## config.mk

```make
export PLATFORM = sky130hd
export DESIGN_NAME = tmr_pair
export DESIGN_NICKNAME = d
export VERILOG_FILES = /design/src/rtl/tmr_pkg.sv /design/src/rtl/tmr_prescale.sv /design/src/rtl/tmr_edge_det.sv /design/src/rtl/tmr_channel.sv /design/src/rtl/tmr_pair.sv
export SDC_FILE = /design/constraint.sdc
export NUM_CORES = 1
export LEC_CHECK = 0
export ABC_AREA = 1
export BUFFER_PORTS_ARGS = -buffer_cell sky130_fd_sc_hd__buf_2
export CAP_MARGIN = 20
export CORE_MARGIN = 5
export CORE_UTILIZATION = 62
export DETAILED_ROUTE_END_ITERATION = 10
export PLACE_DENSITY = 0.81
export SLEW_MARGIN = 20
export SYNTH_ARGS = -nofsm -noshare
export SYNTH_HDL_FRONTEND = slang
export SYNTH_HIERARCHICAL = 1
export SYNTH_SLANG_ARGS = --single-unit
```

## constraint.sdc

```tcl
create_clock -name clk_i -period 2.2 [get_ports clk_i]
set_input_delay 0.33 -clock clk_i [delete_from_list [all_inputs] [get_ports clk_i]]
set_output_delay 0.33 -clock clk_i [all_outputs]
set_load 0.005 [all_outputs]
```

## src/rtl/tmr_pkg.sv

```systemverilog
package tmr_pkg;

   typedef enum logic [1:0] {
      TM_13     = 2'd0,
      TM_16     = 2'd1,
      TM_RELOAD = 2'd2,
      TM_SPLIT  = 2'd3
   } tmr_mode_e;

   typedef struct packed {
      logic      gate;
      logic      ext_cnt;
      tmr_mode_e mode;
   } tmr_cfg_t;

   localparam int unsigned A_CFG  = 0;
   localparam int unsigned A_CTRL = 1;
   localparam int unsigned A_LO0  = 2;
   localparam int unsigned A_HI0  = 3;
   localparam int unsigned A_LO1  = 4;
   localparam int unsigned A_HI1  = 5;

endpackage

```

## src/rtl/tmr_prescale.sv

```systemverilog
module tmr_prescale #(
   parameter int unsigned DIV = 12
) (
   input  logic clk_i,
   input  logic rst_ni,
   output logic mc_o
);
   localparam int unsigned DW = (DIV < 2) ? 1 : $clog2(DIV);
   localparam logic [DW-1:0] LAST = DW'(DIV - 1);
   localparam logic [DW-1:0] ONE  = DW'(1);

   if (DIV < 2) begin : g_bad_div
      $error("tmr_prescale: DIV must be at least 2");
   end

   logic [DW-1:0] div_q;

   assign mc_o = (div_q == LAST);

   always_ff @(posedge clk_i or negedge rst_ni) begin
      if (!rst_ni)   div_q <= '0;
      else if (mc_o) div_q <= '0;
      else           div_q <= div_q + ONE;
   end

   // machine-cycle pulse is never two clocks wide
   a_r2_mc_single: assert property (@(posedge clk_i) disable iff (!rst_ni)
      mc_o |=> !mc_o);

endmodule

```

## src/rtl/tmr_edge_det.sv

```systemverilog
module tmr_edge_det #(
   parameter int unsigned N = 2
) (
   input  logic         clk_i,
   input  logic         rst_ni,
   input  logic [N-1:0] pin_i,
   input  logic         mc_i,
   output logic [N-1:0] fall_o
);
   if (N < 1) begin : g_bad_n
      $error("tmr_edge_det: N must be at least 1");
   end

   logic [N-1:0] s1_q, s2_q, prv_q;

   always_ff @(posedge clk_i or negedge rst_ni) begin
      if (!rst_ni) begin
         s1_q  <= '0;
         s2_q  <= '0;
         prv_q <= '0;
      end else begin
         s1_q <= pin_i;
         s2_q <= s1_q;
         if (mc_i) prv_q <= s2_q;
      end
   end

   assign fall_o = prv_q & ~s2_q;

endmodule

```

## src/rtl/tmr_channel.sv

```systemverilog
module tmr_channel import tmr_pkg::*; #(
   parameter int unsigned BW       = 8,
   parameter int unsigned LOW13    = 5,
   parameter bit          SPLIT_OK = 1'b1
) (
   input  logic          clk_i,
   input  logic          rst_ni,
   input  tmr_mode_e     mode_i,
   input  logic          inc_i,
   input  logic          inc_hi_i,
   input  logic          wr_lo_i,
   input  logic          wr_hi_i,
   input  logic [BW-1:0] wr_data_i,
   output logic [BW-1:0] lo_o,
   output logic [BW-1:0] hi_o,
   output logic          ovf_o,
   output logic          ovf_hi_o
);
   localparam int unsigned W13 = BW + LOW13;
   localparam int unsigned W16 = 2 * BW;
   localparam logic [W13:0] ONE13 = (W13 + 1)'(1);
   localparam logic [W16:0] ONE16 = (W16 + 1)'(1);
   localparam logic [BW:0]  ONE8  = (BW + 1)'(1);

   if (LOW13 >= BW) begin : g_bad_low
      $error("tmr_channel: LOW13 must be narrower than BW");
   end

   logic [BW-1:0] lo_q, hi_q, lo_n, hi_n;
   logic [W13:0]  sum13;
   logic [W16:0]  sum16;
   logic [BW:0]   sum_lo, sum_hi;
   logic          hold;

   assign sum13  = {1'b0, hi_q, lo_q[LOW13-1:0]} + ONE13;
   assign sum16  = {1'b0, hi_q, lo_q} + ONE16;
   assign sum_lo = {1'b0, lo_q} + ONE8;
   assign sum_hi = {1'b0, hi_q} + ONE8;
   assign hold   = wr_lo_i | wr_hi_i;

   always_comb begin
      lo_n     = lo_q;
      hi_n     = hi_q;
      ovf_o    = 1'b0;
      ovf_hi_o = 1'b0;
      if (!hold) begin
         unique case (mode_i)
            TM_13: if (inc_i) begin
               ovf_o = sum13[W13];
               hi_n  = sum13[W13-1:LOW13];
               lo_n  = {{(BW-LOW13){1'b0}}, sum13[LOW13-1:0]};
            end
            TM_16: if (inc_i) begin
               {ovf_o, hi_n, lo_n} = sum16;
            end
            TM_RELOAD: if (inc_i) begin
               if (sum_lo[BW]) begin
                  lo_n  = hi_q;
                  ovf_o = 1'b1;
               end else begin
                  lo_n = sum_lo[BW-1:0];
               end
            end
            TM_SPLIT: if (SPLIT_OK) begin
               if (inc_i)    {ovf_o, lo_n} = sum_lo;
               if (inc_hi_i) {ovf_hi_o, hi_n} = sum_hi;
            end
            default: ;
         endcase
      end
      if (wr_lo_i) lo_n = wr_data_i;
      if (wr_hi_i) hi_n = wr_data_i;
   end

   always_ff @(posedge clk_i or negedge rst_ni) begin
      if (!rst_ni) begin
         lo_q <= '0;
         hi_q <= '0;
      end else begin
         lo_q <= lo_n;
         hi_q <= hi_n;
      end
   end

   assign lo_o = lo_q;
   assign hi_o = hi_q;

   // without an increment or write, the count bytes do not move
   a_r8_idle_hold: assert property (@(posedge clk_i) disable iff (!rst_ni)
      (!inc_i && !inc_hi_i && !hold) |=> $stable({hi_q, lo_q}));

   if (!SPLIT_OK) begin : g_nosplit_chk
      // a channel without split support freezes in mode 3
      a_r7_split_hold: assert property (@(posedge clk_i) disable iff (!rst_ni)
         (mode_i == TM_SPLIT && !hold) |=> $stable({hi_q, lo_q}));
   end

endmodule

```

## src/rtl/tmr_pair.sv

```systemverilog
module tmr_pair import tmr_pkg::*; #(
   parameter int unsigned BYTE_W  = 8,
   parameter int unsigned LOW13_W = 5,
   parameter int unsigned OSC_DIV = 12,
   parameter int unsigned ADDR_W  = 3
) (
   input  logic              clk_i,
   input  logic              rst_ni,
   input  logic              wr_en_i,
   input  logic [ADDR_W-1:0] wr_addr_i,
   input  logic [BYTE_W-1:0] wr_data_i,
   input  logic [ADDR_W-1:0] rd_addr_i,
   output logic [BYTE_W-1:0] rd_data_o,
   input  logic [1:0]        cnt_pin_i,
   input  logic [1:0]        gate_i,
   output logic [1:0]        ovf_flag_o,
   output logic              baud_ovf_o
);
   localparam int unsigned NCH   = 2;
   localparam int unsigned CFG_W = $bits(tmr_cfg_t);

   if (BYTE_W < 8) begin : g_bad_byte
      $error("tmr_pair: BYTE_W must be at least 8");
   end
   if (ADDR_W < 3) begin : g_bad_addr
      $error("tmr_pair: ADDR_W must be at least 3");
   end

   logic                 mc;
   logic [NCH-1:0]       fall;
   logic [7:0]           cfg_q;
   logic [NCH-1:0]       run_q, flag_q;
   logic                 baud_q;
   logic                 wr_cfg, wr_ctrl;
   logic [NCH-1:0]       wr_lo, wr_hi, en, ovf, ovf_hi;
   logic [BYTE_W-1:0]    lo_v [NCH];
   logic [BYTE_W-1:0]    hi_v [NCH];
   tmr_cfg_t             cfg [NCH];
   logic                 split0, set1;

   tmr_prescale #(.DIV(OSC_DIV)) u_pre (
      .clk_i (clk_i),
      .rst_ni(rst_ni),
      .mc_o  (mc)
   );

   tmr_edge_det #(.N(NCH)) u_edge (
      .clk_i (clk_i),
      .rst_ni(rst_ni),
      .pin_i (cnt_pin_i),
      .mc_i  (mc),
      .fall_o(fall)
   );

   assign wr_cfg  = wr_en_i && (wr_addr_i == ADDR_W'(A_CFG));
   assign wr_ctrl = wr_en_i && (wr_addr_i == ADDR_W'(A_CTRL));

   for (genvar c = 0; c < NCH; c++) begin : g_ch
      localparam int unsigned LO_A = (c == 0) ? A_LO0 : A_LO1;
      localparam int unsigned HI_A = (c == 0) ? A_HI0 : A_HI1;

      assign cfg[c]   = tmr_cfg_t'(cfg_q[CFG_W*c +: CFG_W]);
      assign wr_lo[c] = wr_en_i && (wr_addr_i == ADDR_W'(LO_A));
      assign wr_hi[c] = wr_en_i && (wr_addr_i == ADDR_W'(HI_A));
      assign en[c]    = mc && run_q[c] && (!cfg[c].gate || gate_i[c]) &&
                        (cfg[c].ext_cnt ? fall[c] : 1'b1);

      tmr_channel #(
         .BW      (BYTE_W),
         .LOW13   (LOW13_W),
         .SPLIT_OK(c == 0)
      ) u_chan (
         .clk_i    (clk_i),
         .rst_ni   (rst_ni),
         .mode_i   (cfg[c].mode),
         .inc_i    (en[c]),
         .inc_hi_i ((c == 0) ? (mc && run_q[0]) : 1'b0),
         .wr_lo_i  (wr_lo[c]),
         .wr_hi_i  (wr_hi[c]),
         .wr_data_i(wr_data_i),
         .lo_o     (lo_v[c]),
         .hi_o     (hi_v[c]),
         .ovf_o    (ovf[c]),
         .ovf_hi_o (ovf_hi[c])
      );
   end

   assign split0 = (cfg[0].mode == TM_SPLIT);
   assign set1   = split0 ? (|ovf_hi) : ovf[1];

   always_ff @(posedge clk_i or negedge rst_ni) begin
      if (!rst_ni) begin
         cfg_q  <= '0;
         run_q  <= '0;
         flag_q <= '0;
         baud_q <= 1'b0;
      end else begin
         baud_q <= ovf[1];
         if (wr_cfg) cfg_q <= wr_data_i[7:0];
         if (wr_ctrl) begin
            run_q  <= wr_data_i[1:0];
            flag_q <= wr_data_i[5:4];
         end else begin
            flag_q <= flag_q | {set1, ovf[0]};
         end
      end
   end

   always_comb begin
      rd_data_o = '0;
      case (rd_addr_i)
         ADDR_W'(A_CFG):  rd_data_o = BYTE_W'(cfg_q);
         ADDR_W'(A_CTRL): rd_data_o = BYTE_W'({2'b00, flag_q, 2'b00, run_q});
         ADDR_W'(A_LO0):  rd_data_o = lo_v[0];
         ADDR_W'(A_HI0):  rd_data_o = hi_v[0];
         ADDR_W'(A_LO1):  rd_data_o = lo_v[1];
         ADDR_W'(A_HI1):  rd_data_o = hi_v[1];
         default:         rd_data_o = '0;
      endcase
   end

   assign ovf_flag_o = flag_q;
   assign baud_ovf_o = baud_q;

   for (genvar c = 0; c < NCH; c++) begin : g_flag_chk
      // a flag only drops through a control write
      a_r10_flag_sticky: assert property (@(posedge clk_i) disable iff (!rst_ni)
         (flag_q[c] && !wr_ctrl) |=> flag_q[c]);
   end

   // the baud strobe lasts one clock
   a_r11_strobe_pulse: assert property (@(posedge clk_i) disable iff (!rst_ni)
      baud_q |=> !baud_q);

   // in split mode a channel 1 wrap leaves flag1 alone
   a_r11_split_no_flag: assert property (@(posedge clk_i) disable iff (!rst_ni)
      (split0 && ovf[1] && !ovf_hi[0] && !wr_ctrl && !flag_q[1]) |=> !flag_q[1]);

endmodule

```

* Word level (Yosys, flattened, before mapping)
Index checks and enable logic that the tools add are counted.
** Storage, ports and cells
- Flip-flop bits (word level) :: 55
- Output and inout port bits :: 11
- Word-level logic and storage cells :: 131
- Input port bits :: 21
** Operators by class
- Bitwise gates (word level) :: 5
- Add/subtract/negate cells :: 8
- Mux-type cells :: 47
- Equal/unequal tests :: 32
- Reduce and logical (&&, ||, !) cells :: 27
** Operators with widths (count)
- $mux 8 :: 22
- $pmux 8 s3 :: 2
- $pmux 8 s6 :: 1
- $ne 3x1->1 const B :: 12
- $add 16x1->17 const B :: 2
- $pmux 8 s4 :: 1
- $add 13x1->14 const B :: 2
- $add 8x1->9 const B :: 3
- $mux 1 :: 16
- $pmux 8 s2 :: 1
- $reduce_and 5->1 :: 3
- $eq 3x2->1 const B :: 4
- $eq 3x3->1 const B :: 4
- $logic_and 1x1->1 :: 12
- $ne 2x1->1 const B :: 4
- $reduce_bool 4->1 :: 2
- $eq 2x2->1 const B :: 3
- $eq 3x1->1 const B :: 2
- $logic_not 3->1 :: 2
- $add 4x1->4 const B :: 1
- $eq 2x1->1 const B :: 2
- $eq 4x4->1 const B :: 1
- $logic_not 2->1 :: 2
- $mux 4 :: 1
- other kinds (11) :: 14

* Depth between registers and ports, before layout
Gate-level depths: netlist of the first run.
- Depth in word-level cells :: 10
- Gate-level depth with buffers :: 15

* Hierarchy
The synthesis of the first run kept the hierarchy.
** Modules (own cells, without submodules)
- tmr_channel at g_ch[0].u_chan :: area each 1659.1 um^2, times used 1, seq. area each 400.4 um^2, cells an instance 267
- tmr_channel at g_ch[1].u_chan :: area each 1562.7 um^2, times used 1, seq. area each 400.4 um^2, cells an instance 239
- tmr_pair :: area each 1134.8 um^2, times used 1, seq. area each 325.3 um^2, cells an instance 188
- tmr_edge_det :: area each 191.4 um^2, times used 1, seq. area each 150.1 um^2, cells an instance 17
- tmr_prescale :: area each 168.9 um^2, times used 1, seq. area each 100.1 um^2, cells an instance 16

* Least setup slack after synthesis of the first run
Ideal clock, no wire load.
- Path kind :: input to register
- From :: input wr_addr_i[0]
- To :: register flag_q[1] (netlist: ovf_flag_o[1])
- Stages on the path :: 11
- Library setup time :: 0.117 ns
- Slack :: 0.036 ns
- Arrival time :: 2.047 ns
- Cell sequence :: inv_1 nor4_1 inv_2 nand3_1 nor2_1 o211ai_1 a21oi_1 nand2_1 nand3_1 nand2_1 nand2_1
** On the way
- Word-level cells in the longest chain between the ends :: 7
- Elaborated cells on any way between the ends :: 17
- Classes of those cells :: eq/ne: 5; mux: 4; bitwise: 3; reduce/logical: 5
** RTL lines
- from (decl) :: line tmr_pair.sv:10 : input logic [ADDR_W-1:0] wr_addr_i,
- $eq 3x3->1 :: line tmr_pair.sv:64 : assign wr_hi[c] = wr_en_i && (wr_addr_i == ADDR_W'(HI_A));
- $logic_and 1x1->1 :: line tmr_pair.sv:64
- named net wr_hi[1] :: line tmr_pair.sv:35 : logic [NCH-1:0] wr_lo, wr_hi, en, ovf, ovf_hi;
- $or 1x1->1 :: line tmr_channel.sv:39 : assign hold = wr_lo_i | wr_hi_i;
- $mux 1 :: line tmr_channel.sv:46 : if (!hold) begin
- named net ovf[1] :: line tmr_pair.sv:35
- $mux 1 :: line tmr_pair.sv:89 : assign set1 = split0 ? (|ovf_hi) : ovf[1];
- $or 2x2->2 :: line tmr_pair.sv:104 : flag_q <= flag_q | {set1, ovf[0]};
- $mux 2 :: line tmr_pair.sv:100 : if (wr_ctrl) begin
- to (signal assigned) :: line tmr_pair.sv:102 : flag_q <= wr_data_i[5:4];
- to (signal assigned) :: line tmr_pair.sv:104
- to (decl) :: line tmr_pair.sv:32 : logic [NCH-1:0] run_q, flag_q;
The timed path passes the listed nets, and every way through them passes these cells.
A chain may end at the register's enable or synchronous reset.

* Worst setup path after layout of the first run
- From :: register u_pre.div_q[1]
- To :: register g_ch[1].u_chan.hi_q[0]
** On the way
- Word-level cells in the longest chain between the ends :: 6
- Elaborated cells on any way between the ends :: 7
- Classes of those cells :: eq/ne: 3; reduce/logical: 4
** RTL lines
- from (decl) :: line tmr_prescale.sv:16 : logic [DW-1:0] div_q;
- from (signal assigned) :: line tmr_prescale.sv:23 : else div_q <= div_q + ONE;
- $eq 4x4->1 * :: line tmr_prescale.sv:18 : assign mc_o = (div_q == LAST);
- named net mc :: line tmr_pair.sv:29 : logic mc;
- $logic_and 1x1->1 * (3 in a row) :: line tmr_pair.sv:65 : assign en[c] = mc && run_q[c] && (!cfg[c].gate || gate_i[c]) &&
- named net en[1] :: line tmr_pair.sv:35
- $ne 3x1->1 (no source line)
- $reduce_and 4->1 (no source line) *
- to (signal assigned) :: line tmr_channel.sv:81 : hi_q <= hi_n;
- to (decl) :: line tmr_channel.sv:29 : logic [BW-1:0] lo_q, hi_q, lo_n, hi_n;
The timed path passes the listed nets; every way through them passes the cells marked *.

==> results of run 1 <==
[worst max path at each step]
stage,to,slack [ns],depth (start not counted)
final,g_ch[1].u_chan/hi_o[0],0.15,13
after CTS,g_ch[0].u_chan/lo_o[3],0.02,13
after floorplan,ovf_flag_o[1],0.04,11
after global placement,g_ch[0].u_chan/lo_o[6],0.21,13
after detailed placement,g_ch[0].u_chan/lo_o[1],0.05,13
after global routing,ovf_flag_o[0],-0.02,13
[power groups by stage]
stage                     registers (W)  logic, W  clock network (W)
after floorplan                 0.00153   0.00104                  0
after global placement          0.00167   0.00143                  0
after detailed placement        0.00167   0.00145                  0
after CTS                       0.00165   0.00146           0.000650
after global routing            0.00170   0.00167           0.000686
final                           0.00167   0.00150           0.000643
[registers in the layout, indices dropped and copies added, names as in the netlist, 4 cells and up]
register,count
u_pre/div_q,4
g_ch.u_chan/lo_o,16
cfg_q,8
g_ch.u_chan/hi_o,16
[critical path, cell delays in order (launching register included)]
cell and delay (ns):
dfrtp_1 0.40, ha_1 0.22, nand2_2 0.10, nor2_4 0.14, o211ai_1 0.11, a21oi_1 0.23
buf_4 0.19, nand3b_4 0.11, nand2_2 0.14, inv_2 0.06, nand2_1 0.07, o21ai_1 0.08
inv_1 0.05, o21ai_1 0.05
[routing by layer]
metal,vias up,part of all wire (%),GRT usage [%]
met2,328,45,50.42
met4,0,7.6,17.17
met1,2275,38,39.96
li1,2409,-,-
met3,93,9.6,4.379
met5,-,0,0
[layout make-up]
type                            instances  share of cell area [%]
Clock inverter                          3                  0.6077
Multi-Input combinational cell        532                   53.89
Inverter                              125                   9.188
Timing Repair Buffer                   50                   5.834
Tap cell                               99                   2.406
Clock buffer                            5                   1.337
Sequential cell                        55                   26.74
[what timing repair did]
item | 4_1_cts | 5_1_grt
hold buffers | 1 | 0
buffers inserted | 0 | 3
resized for setup | 0 | 3
endpoints found under the hold margin | 17 | 0
endpoints found under the setup margin | 0 | 24
[through the flow]
stage | std cells | power (W) | TNS (ns)
global placement | 857 | 0.003093 | 0
floorplan | 726 | 0.002567 | 0
finish | 869 | 0.003812 | 0
CTS | 866 | 0.003768 | 0
detailed placement | 857 | 0.003128 | 0
global route | 869 | 0.004054 | -0.01830
[placed cells by master, fill, tap and decap left out, types with 2 or more instances in the layout]
master and instances:
o21ai_0 35, nor2_1 57, nor3_1 7, o22ai_1 7
nand2_2 11, ha_1 8, xor2_1 7, inv_1 109
nand3_1 68, o211ai_1 7, nand3_2 7, inv_2 13
nand2_1 209, clkbuf_8 5, buf_4 18, dfrtp_1 55
nor2_2 3, nand2_4 6, nand4_1 24, xnor2_1 5
inv_8 2, nor2_8 3, buf_2 31, nor2_4 12
a21oi_2 3, o21ai_2 2, o21ai_1 18, a21oi_1 21
nor4_1 3
==> results.py, run 1 <==
metrics = {
    "outcome": {
        "status": "completed",
    },
    "layout": {
        "multiInputGateArea_um2": 2774,
        "seq_area_um2": 1376,
        "diodes": 0,
        "finalNetCount": 798,
        "area_delta_synth_final_pct": 9.212,
        "finish.utilization_pct": 70.22,
        "final_area_um2": 5147,
        "nFillCells": 654,
        "drive_above_1_share_pct": 15.84,
    },
    "detailed_routing": {
        "post_drt_wl_per_cell_um": 17.08,
        "via_count": 5105,
        "totalWireLength_mm": 14.84,
        "final_antenna_net_count": 0,
        "drt-initial-drc-count": 490,
        "drc": 0,
        "vias_per_cell": 5.875,
        "first_pass_iters": 6,
    },
    "placed_design": {
        "gp_congestion": 0.9963,
        "portBuffers": 31,
        "dp_worst_setup_slack_ns": 0.05179,
        "place_area_um2": 5002,
        "hpwlAfterDp_mm": 11.41,
    },
    "worst_setup_path": {
        "crit_start": "u_pre/div_q[1]",
        "cp.required_ns": 2.42,
        "endpoint_kind": "register",
        "r2r-start": "u_pre/div_q[1]",
        "reg2reg_to": "g_ch[1].u_chan/hi_o[0]",
        "reg2reg_slack_ns": 0.15,
        "cp_max_fo": 6,
        "crit_arrival_ns": 2.27,
        "critPathKind": "register to register",
        "start_kind": "register",
        "rr_worst_depth": 13,
    },
    "power_and_ir_drop": {
        "seq_power_share_pct": 43.9,
        "p_sw_w": 0.001787,
        "power_frac_comb_pct": 39.2,
        "power_per_cell_area_nw_per_um2": 740.6,
        "leakagePower_nw": 2.701,
        "clockPowerShare_pct": 16.9,
        "p_sw_share_pct": 46.87,
        "internal_power_w": 0.002025,
        "vdd_ir_drop_max_mv": 0.4215,
    },
    "synth": {
        "yosysWarnings": 6,
        "syn_inst": 726,
        "syn_nets": 755,
        "syn_avg_cell_area_um2": 6.492,
        "syn-cell-area_um2": 4713,
    },
    "sta": {
        "finalCriticalPeriod_ns": 2.052,
        "worst_pin_slew_ns": 0.5528,
        "slew_headroom_pct": 63.15,
        "period_share_pct": 93.27,
        "slew_violations": 0,
        "fin_ws_ns": 0.1481,
        "max_freq_mhz": 487.3,
        "setup_viol": 0,
        "hold_ws_ns": 0.09400,
        "hold_viol_final": 0,
        "skew_ns": 0.01317,
    },
    "floorplanning": {
        "die_height_um": 97.19,
        "initial_core_util_pct": 64.29,
        "fp.dieArea_um2": 9446,
        "rows": 31,
        "fp.coreArea_um2": 7331,
        "die_x_um": 97.19,
        "ios": 32,
    },
    "worst_hold_path": {
        "holdPathEnd": "u_edge/s1_q[0]",
        "hold_path.class": "primary input to register",
        "hold_start": "cnt_pin_i[0]",
        "holdPathStages": 1,
    },
    "grt": {
        "grtUsageTotal_pct": 31.15,
        "grt-ovfl-total": 0,
        "grt_pass1_wl_mm": 24.00,
        "grt_pass1_vias": 4809,
        "grt_max_degree": 21,
        "antenna_found_initial": 0,
    },
    "clocking": {
        "clock_sinks": 55,
        "path_clk_slew_ns": 0.12,
        "clk_latency_ns": 0.33,
        "ctsRootBufferMaster": "clkbuf_8",
        "tritoncts.num_buffers": 5,
        "htreeDepth": 2,
        "clockBufferDepth": 2,
        "cts_tree": "done",
    },
    "run": {
        "drv_cap": 0,
    },
}
Note: power is estimated with default switching activity, not from simulation.
==> run 2, diff against run 1 <==
CORE_MARGIN = not set   (was 5)
SLEW_MARGIN = 10   (was 20)
==> run 2 against run 1 <==
Final area up 0.19%. Combinational power about the same. Cell count down 0.23%. Global-route usage up 7.2 points. First-iteration DRC count up 8.4%. Critical path depth unchanged. Sequential power about the same.
==> results.py, run 2 (synthesis results as in run 1) <==
metrics = {
    "grt": {
        "grt_max_degree": 56,
        "grt_pass1_vias": 4667,
        "grt_pass1_wl_mm": 22.80,
        "grtUsageTotal_pct": 38.37,
        "grt-ovfl-total": 0,
        "antenna_found_initial": 0,
    },
    "floorplanning": {
        "die_x_um": 89.19,
        "initial_core_util_pct": 64.64,
        "fp.coreArea_um2": 7292,
        "die_height_um": 89.19,
        "ios": 32,
        "fp.dieArea_um2": 7955,
        "rows": 31,
    },
    "detailed_routing": {
        "final_antenna_net_count": 0,
        "vias_per_cell": 5.841,
        "drc": 0,
        "post_drt_wl_per_cell_um": 16.73,
        "first_pass_iters": 6,
        "drt-initial-drc-count": 531,
        "via_count": 5064,
        "totalWireLength_mm": 14.50,
    },
    "clocking": {
        "clockBufferDepth": 2,
        "tritoncts.num_buffers": 5,
        "ctsRootBufferMaster": "clkbuf_8",
        "htreeDepth": 2,
        "clock_sinks": 55,
        "path_clk_slew_ns": 0.12,
        "cts_tree": "done",
        "clk_latency_ns": 0.33,
    },
    "worst_setup_path": {
        "start_kind": "register",
        "r2r-start": "u_pre/div_q[0]",
        "critPathKind": "register to register",
        "critPathSlowestCell": "dfrtp_1",
        "endpoint_kind": "register",
        "crit_arrival_ns": 2.30,
        "reg2reg_slack_ns": 0.15,
        "crit_chain": "ha_2 -> nand2_2 -> nor2_4 -> nand2_1 -> inv_1 -> o21ai_0 -> a21oi_1 -> nand2_1 -> nor2_4 -> o211ai_1 -> a21oi_1 -> o21ai_0 -> o21ai_0",
        "rr_worst_depth": 13,
        "cp_max_fo": 4,
        "slowest_delay_ns": 0.42,
        "critical_path_buf_inv_count": 1,
        "cp.required_ns": 2.44,
        "reg2reg_to": "ovf_flag_o[0]",
        "path_delay_family": "compound AO/OA/AOI/OAI gates",
        "cpMostUsedCell": "o21ai_0",
    },
    "worst_hold_path": {
        "hold_start": "cnt_pin_i[0]",
        "hold_path.class": "primary input to register",
        "holdPathEnd": "u_edge/s1_q[0]",
        "holdPathStages": 1,
    },
    "sta": {
        "rsz0062_at_grt": "false",
        "skew_ns": 0.01153,
        "max_freq_mhz": 486.9,
        "finalCriticalPeriod_ns": 2.054,
        "hold_viol_final": 0,
        "hold_ws_ns": 0.09311,
        "fin_tns_setup_ns": 0,
        "period_share_pct": 93.36,
        "slew_violations": 0,
        "setup_viol": 0,
    },
    "layout": {
        "finish.utilization_pct": 70.73,
        "finalNetCount": 796,
        "mostFrequentLayoutCells": "209 x nand2_1, 109 x inv_1, 68 x nand3_1, 57 x nor2_1, 55 x dfrtp_1",
        "diodes": 0,
        "stdcell_count": 867,
        "area_delta_synth_final_pct": 9.424,
        "drive_above_1_share_pct": 16.02,
        "layout_commonest_cell": "nand2_1",
        "nFillCells": 679,
    },
    "power_and_ir_drop": {
        "leakagePower_nw": 2.693,
        "power_per_cell_area_nw_per_um2": 734.0,
        "vdd_ir_drop_max_mv": 0.4685,
    },
    "placed_design": {
        "dp.cells": 857,
        "gp_congestion": 0.9904,
        "portBuffers": 31,
        "hpwlAfterDp_mm": 11.25,
    },
    "run": {
        "drv_cap": 0,
    },
    "outcome": {
        "status": "completed",
    },
}
## run 2: changes by cell type in the layout (fill, tap and decap cells not counted), moves of 2 or more
cell     previous run  this run
a21oi_1            21        19
a21oi_2             3         5
buf_4              18        15
inv_8               2         0
## run 2: how the worst max path moves through the flow
stage                   start                      to  slack, ns  cells after the start
2_1_floorplan    wr_addr_i[0]           ovf_flag_o[1]       0.04                     11
3_3_place_gp   u_pre/div_q[0]  g_ch[0].u_chan/lo_o[6]       0.22                     13
3_5_place_dp   u_pre/div_q[0]  g_ch[0].u_chan/lo_o[6]       0.08                     13
4_1_cts        u_pre/div_q[0]  g_ch[0].u_chan/lo_o[6]       0.03                     13
5_1_grt        u_pre/div_q[0]  g_ch[0].u_chan/lo_o[6]       0.02                     13
6_report       u_pre/div_q[0]           ovf_flag_o[0]       0.15                     13
## run 2: area by class of cell
| type | count | area (um^2) | area share, % |
|---|---|---|---|
| Multi-Input combinational cell | 532 | 2784 | 53.98 |
| Inverter | 125 | 473.0 | 9.170 |
| Clock buffer | 5 | 68.82 | 1.334 |
| Sequential cell | 55 | 1376 | 26.69 |
| Tap cell | 99 | 123.9 | 2.402 |
| Timing Repair Buffer | 48 | 297.8 | 5.774 |
| Clock inverter | 3 | 33.78 | 0.6550 |
## run 2: what timing repair did
item,4_1_cts,5_1_grt
resized for setup,0,6
buffers inserted,0,1
hold buffers,1,0
endpoints found under the hold margin,18,0
setup endpoints to repair,0,15
## run 2: where the power goes
part | internal [W] | switching, W | total [W] | leakage (nW)
sequential | 0.00124 | 0.000419 | 0.00166 | 0.693
combinational | 0.000544 | 0.000950 | 0.00149 | 1.95
clock | 0.000241 | 0.000390 | 0.000630 | 0.0515
## run 2: layer usage
layer / vias to the layer above / GRT usage [%] / wire, um
met1: 2276 / 47.27 / 5487
met2: 299 / 61.62 / 6594
met5: - / 0 / 0
met4: 0 / 24.68 / 960
met3: 72 / 7.479 / 1461
li1: 2417 / - / -
## run 2: through the flow
step                power, W  worst slack [ns]  cell area, um^2
global placement    0.003082            0.2207             5015
detailed placement  0.003122           0.07716             5015
finish              0.003785            0.1460             5157
CTS                 0.003746           0.03288             5127
global route        0.004040           0.01912             5157
floorplan           0.002567           0.03577             4713
